## config.mk

```make
export PLATFORM = sky130hd
export DESIGN_NAME = sat_dbl_acc
export DESIGN_NICKNAME = d
export VERILOG_FILES = /design/src/rtl/sat_dbl_pkg.sv /design/src/rtl/sat_doubler.sv /design/src/rtl/sat_addsub.sv /design/src/rtl/sat_flag.sv /design/src/rtl/sat_dbl_acc.sv
export SDC_FILE = /design/constraint.sdc
export NUM_CORES = 1
export LEC_CHECK = 0
export BUFFER_PORTS_ARGS = -buffer_cell sky130_fd_sc_hd__buf_2
export CORE_MARGIN = 2
export CORE_UTILIZATION = 37
export CTS_CLUSTER_DIAMETER = 120
export DETAILED_ROUTE_END_ITERATION = 7
export PLACE_DENSITY_LB_ADDON = 0.25
export SLEW_MARGIN = 10
export SYNTH_ARGS = -nofsm -noshare
export SYNTH_HDL_FRONTEND = slang
export SYNTH_SLANG_ARGS = --single-unit
export TNS_END_PERCENT = 10
```

## constraint.sdc

```tcl
create_clock -name clk_i -period 1 [get_ports clk_i]
set_input_delay 0.05 -clock clk_i [delete_from_list [all_inputs] [get_ports clk_i]]
set_output_delay 0.05 -clock clk_i [all_outputs]
set_load 0.03 [all_outputs]
```

## src/rtl/sat_dbl_pkg.sv

```systemverilog
package sat_dbl_pkg;
  typedef enum logic {OP_ADD = 1'b0, OP_SUB = 1'b1} op_e;
endpackage

```

## src/rtl/sat_doubler.sv

```systemverilog
module sat_doubler #(
  parameter int W = 32
) (
  input  logic [W-1:0] val_i,
  output logic [W-1:0] dbl_o,
  output logic         sat_o
);
  localparam logic [W-1:0] MaxV = {1'b0, {(W-1){1'b1}}};
  localparam logic [W-1:0] MinV = {1'b1, {(W-1){1'b0}}};

  always_comb begin
    sat_o = val_i[W-1] ^ val_i[W-2];
    if (sat_o) dbl_o = val_i[W-1] ? MinV : MaxV;
    else       dbl_o = {val_i[W-2:0], 1'b0};
  end
endmodule

```

## src/rtl/sat_addsub.sv

```systemverilog
module sat_addsub
  import sat_dbl_pkg::*;
#(
  parameter int W = 32
) (
  input  logic [W-1:0] a_i,
  input  logic [W-1:0] d_i,
  input  op_e          op_i,
  output logic [W-1:0] res_o,
  output logic         sat_o
);
  localparam logic [W-1:0] MaxV = {1'b0, {(W-1){1'b1}}};
  localparam logic [W-1:0] MinV = {1'b1, {(W-1){1'b0}}};

  logic [W:0] ext_a, ext_d, wide;

  always_comb begin
    ext_a = {a_i[W-1], a_i};
    ext_d = {d_i[W-1], d_i};
    wide  = (op_i == OP_SUB) ? ext_a - ext_d : ext_a + ext_d;
    sat_o = wide[W] ^ wide[W-1];
    if (sat_o) res_o = wide[W] ? MinV : MaxV;
    else       res_o = wide[W-1:0];
  end
endmodule

```

## src/rtl/sat_flag.sv

```systemverilog
module sat_flag (
  input  logic clk_i,
  input  logic rst_ni,
  input  logic set_i,
  input  logic clr_i,
  output logic q_o
);
  always_ff @(posedge clk_i or negedge rst_ni) begin
    if (!rst_ni)    q_o <= 1'b0;
    else if (set_i) q_o <= 1'b1;  // set beats clear
    else if (clr_i) q_o <= 1'b0;
  end
endmodule

```

## src/rtl/sat_dbl_acc.sv

```systemverilog
module sat_dbl_acc
  import sat_dbl_pkg::*;
#(
  parameter int W = 32
) (
  input  logic         clk_i,
  input  logic         rst_ni,
  input  logic         exec_i,
  input  logic         op_sub_i,
  input  logic [W-1:0] opa_i,
  input  logic [W-1:0] opb_i,
  input  logic         q_clr_i,
  output logic [W-1:0] res_o,
  output logic         we_o,
  output logic         q_o
);
  logic [W-1:0] dbl, res_d;
  logic         dbl_sat, as_sat, sat_set;
  op_e          op;

  assign op = op_sub_i ? OP_SUB : OP_ADD;

  sat_doubler #(.W(W)) u_dbl (.val_i(opb_i), .dbl_o(dbl), .sat_o(dbl_sat));

  sat_addsub #(.W(W)) u_as (
    .a_i(opa_i), .d_i(dbl), .op_i(op), .res_o(res_d), .sat_o(as_sat)
  );

  assign sat_set = exec_i & (dbl_sat | as_sat);

  sat_flag u_q (
    .clk_i(clk_i), .rst_ni(rst_ni), .set_i(sat_set), .clr_i(q_clr_i), .q_o(q_o)
  );

  always_ff @(posedge clk_i or negedge rst_ni) begin
    if (!rst_ni) begin
      res_o <= '0;
      we_o  <= 1'b0;
    end else begin
      we_o <= exec_i;
      if (exec_i) res_o <= res_d;
    end
  end

  a_r6_we_follows_exec: assert property (@(posedge clk_i) disable iff (!rst_ni)
    exec_i |=> we_o);
  a_r7_hold_when_idle: assert property (@(posedge clk_i) disable iff (!rst_ni)
    !exec_i |=> ($stable(res_o) && !we_o));
  a_r8_sat_sets_q: assert property (@(posedge clk_i) disable iff (!rst_ni)
    (exec_i && (dbl_sat || as_sat)) |=> q_o);
  a_r8_q_sticky: assert property (@(posedge clk_i) disable iff (!rst_ni)
    (q_o && !q_clr_i) |=> q_o);
  a_r9_clear_q: assert property (@(posedge clk_i) disable iff (!rst_ni)
    (q_clr_i && !sat_set) |=> !q_o);
  a_r2_dbl_sign: assert property (@(posedge clk_i) disable iff (!rst_ni)
    dbl_sat |-> (dbl[W-1] == opb_i[W-1]));
endmodule

```

==> results.py <==
metrics = {
    "yosys": {
        "synth_top_area_cell": "dfrtp_1",
        "area_share_of_the_largest_cell_type_after_synthesis_pct": 18.8,
        "async_set_reset_flop_share_out_of_synthesis_pct": 100,
        "postSynthNetCount": 699,
        "netlist-cell-type-count": 75,
        "avgSynthCellArea_um2": 7.62,
        "yosysSeqAreaShare_pct": 18.8,
        "synth-edff-count": 0,
        "ys.warnings.count": 0,
        "cell_types_with_the_largest_area_share_after_synthesis": "dfrtp_1, ha_1, a21oi_1",
        "netlist_instances": 593,
        "post_synth_instance_area_um2": 4520,
        "synth.ff_latch_count": 34,
        "synth_ff_type": "dfrtp_1",
    },
    "floorplanning": {
        "row_count": 40,
        "die-area_um2": 13100,
        "boundaryPins": 103,
        "coreArea_um2": 12000,
        "die_w_um": 114,
        "initial_utilization_pct": 37.8,
        "chipHeight_um": 114,
    },
    "route": {
        "postRouteAntennaNets": 0,
        "drt_iter0_markers": 385,
        "first_pass_drt_iterations": 5,
        "drt_wl_total_um": 16500,
        "avgRoutedWirePerCell_um": 16.0,
        "avgViaCountPerCell": 5.37,
        "drc_violations_left": 0,
        "detailroute.via_count": 5510,
    },
    "sta": {
        "timing_hold_violations_final": 0,
        "period_share_pct": 413,
        "setup_slack_ns": -3.13,
        "max_freq_ghz": 0.242,
        "setup_viol": 33,
        "grt_setup_unrepaired": "true",
        "timing.final.max_slew_violations": 0,
        "timing.max_slew.rel_slack_pct": 69.7,
        "final_period_minus_worst_setup_slack_ns": 4.13,
        "fin_tns_setup_ns": -101.68,
        "fin_skew_ns": 0,
        "tightestPinTransition_ns": 0.443,
    },
    "power": {
        "worst_ir_drop_vdd_uv": 785,
        "power_switching_share_pct": 45.9,
        "cellInternalPower_mw": 7.29,
        "leakage_nw": 3.44,
        "clockPowerShare_pct": 13.2,
        "power.switching_mw": 6.17,
        "power_frac_seq_pct": 18.0,
        "comb_power_share_pct": 68.9,
        "power_density_nw_per_um2": 1870,
    },
    "critical_path": {
        "crit_buf_inv": 5,
        "timing.critical_path.arrival_ns": 4.29,
        "worst_path_most_repeated_cell": "o21a_1",
        "critical_path_required_ns": 1.15,
        "slowest_delay_ns": 0.50,
        "worst_path_cell_with_the_longest_stage_delay": "or4b_4",
        "crit_path_max_fanout": 8,
        "path_class": "input pin to flip-flop",
        "worst_path_dominant_cell_family": "compound AO/OA/AOI/OAI gates",
        "setup.worst_path.start_class": "input pin",
        "timing.critical_path.to_type": "flip-flop",
    },
    "finish": {
        "final_common_cell": "buf_4",
        "final_layout_size_suffix_gt1_share_pct": 46.3,
        "commonest_non_fill_non_tap_cells_in_the_layout": "buf_4, buf_2, a21oi_1",
        "fillerInstances": 1080,
        "num-nets-final": 985,
        "flow.area_growth_from_synthesis_pct": 58.9,
        "layoutNonFillerInstCount": 1027,
        "multi_input_area_um2": 3680,
        "insertedDiodeCount": 0,
        "layout.area.seq_um2": 851,
    },
    "global_routing": {
        "largest_net_degree_at_the_start_of_global_routing": 35,
        "initial_antenna_violation_count": 0,
        "grt.total_usage_pct": 25.3,
        "first_global_vias": 5627,
        "first_pass_grt_wire_length_um": 26700,
        "overflow": 0,
    },
    "outcome": {
        "status": "finished, violations left",
        "failing_checks": "negative setup slack",
    },
    "cts": {
        "root_buffer": "clkbuf_16",
        "cts_buffers": 5,
        "clkSinkCount": 34,
        "clock_latency_on_the_worst_skew_pair_ns": 0.28,
        "tritoncts": "yes",
        "cts_buffer_depth": 2,
        "cts-htree-levels": 2,
        "cts.clk_slew.worst_paths_ns": 0.05,
    },
    "placement": {
        "placed_cells_incl_taps": 1003,
        "gp_congestion": 1.02,
        "detailed_place_hpwl_um": 13200,
        "port_buffers": 102,
    },
    "worst_hold_path": {
        "worst_min_delay_path_category": "input pin to flip-flop",
    },
    "job": {
        "cap_viol_max_count": 0,
    },
}
## cell type report
cell class                      instances  share of cell area (%)
Sequential cell                        34                    11.9
Clock inverter                          2                   0.523
Inverter                               19                    1.20
Tap cell                              147                    2.56
Timing Repair Buffer                  310                    30.7
Multi-Input combinational cell        509                    51.3
Clock buffer                            6                    1.80
## registers in the layout, summed over array words and instances, names as in the netlist
| register | count |
|---|---|
| u_q.q_o | 1 |
| res_o | 32 |
| we_o | 1 |
## cells by family (layout without fill, tap and decap cells)
group                      after synthesis  in the layout  share of synthesized area (%)
AOI/OAI and AO/OA                      224            224                           33.7
and+or+nand+nor                        194            194                           20.4
xor gates and xnor gates                52             52                           10.4
buffers and inverters                   50            337                           5.76
adders and majority gates               37             37                           10.4
DFF                                     34             34                           18.8
muxes                                    2              2                          0.471
## synth_stat cells (3+ instances only)
library cell	count
a21o_1	10
a22oi_1	5
nand2b_1	13
nor2b_1	9
a22oi_2	17
a21boi_0	3
a211oi_1	5
o211ai_1	6
a211o_1	4
nand4_1	3
clkbuf_1	19
o21ai_0	31
o21a_1	12
inv_1	18
nor2_1	53
ha_1	36
o31ai_1	5
dfrtp_1	34
a21oi_1	87
nand2_1	66
nor4_1	7
a31o_2	3
xnor2_1	24
a31oi_1	7
nor3_1	11
nand3_1	8
xor2_1	26
a32oi_1	3
buf_6	5
o21ai_2	3
## power groups by stage
stage | Combinational, mW | Sequential (mW) | Clock [mW]
2_1_floorplan | 4.18 | 3.63 | 0
3_3_place_gp | 8.36 | 2.39 | 0
3_5_place_dp | 8.56 | 2.43 | 0
4_1_cts | 9.08 | 2.41 | 1.79
5_1_grt | 9.99 | 2.50 | 1.85
6_report | 9.27 | 2.42 | 1.77
## worst paths after layout
kind                                        from                     to  slack, ns  cells past startpoint
setup reg to reg           res_o[30]$_DFFE_PN0P_  res_o[30]$_DFFE_PN0P_      -0.06                      4
hold reg to reg            res_o[12]$_DFFE_PN0P_  res_o[12]$_DFFE_PN0P_       0.48                      2
hold / removal                            exec_i         we_o$_DFF_PN0_       0.04                      2
max in group asynchronous                 rst_ni  res_o[19]$_DFFE_PN0P_       0.36                      3
min in group asynchronous                 rst_ni   res_o[6]$_DFFE_PN0P_       0.33                      3
setup / recovery                       opb_i[30]  res_o[30]$_DFFE_PN0P_      -3.13                     25
## timing repair
| item | CTS | global route |
|---|---|---|
| hold buffers | 1 | 0 |
| pin swaps | 26 | 29 |
| gates cloned | 3 | 1 |
| setup endpoints to repair | 34 | 34 |
| endpoints found under the hold margin | 34 | 0 |
| gates resized for setup | 34 | 25 |
| buffers inserted | 12 | 3 |
## layer usage
metal / track usage, % / part of all wire (%) / vias up
li1: - / - / 2749
met1: 32.4 / 44 / 2566
met2: 43.6 / 48 / 154
met3: 1.96 / 3.6 / 41
met4: 11.1 / 3.9 / 0
met5: 0 / 0 / -
## per-stage QoR
step           setup WS [ns]  utilization [%]  hold WS (ns)  power [mW]  area (µm²)
2_1_floorplan          -3.34                -        -0.246        7.81        4680
3_3_place_gp           -3.44             55.4        0.0985        10.8        6630
3_5_place_dp           -3.60             55.4         0.106        11.0        6630
4_1_cts                -3.14             59.3        0.0265        13.3        7100
5_1_grt                -3.29             60.0        0.0414        14.3        7180
6_report               -3.13             60.0        0.0368        13.5        7180
## worst register-to-register path, cell delays in order, from the launching register on
cell and delay, ns:
dfrtp_1 0.39, nand2_1 0.10, o31ai_1 0.07, a221oi_1 0.22
a32oi_1 0.14
(Power assumes the default switching activity.)
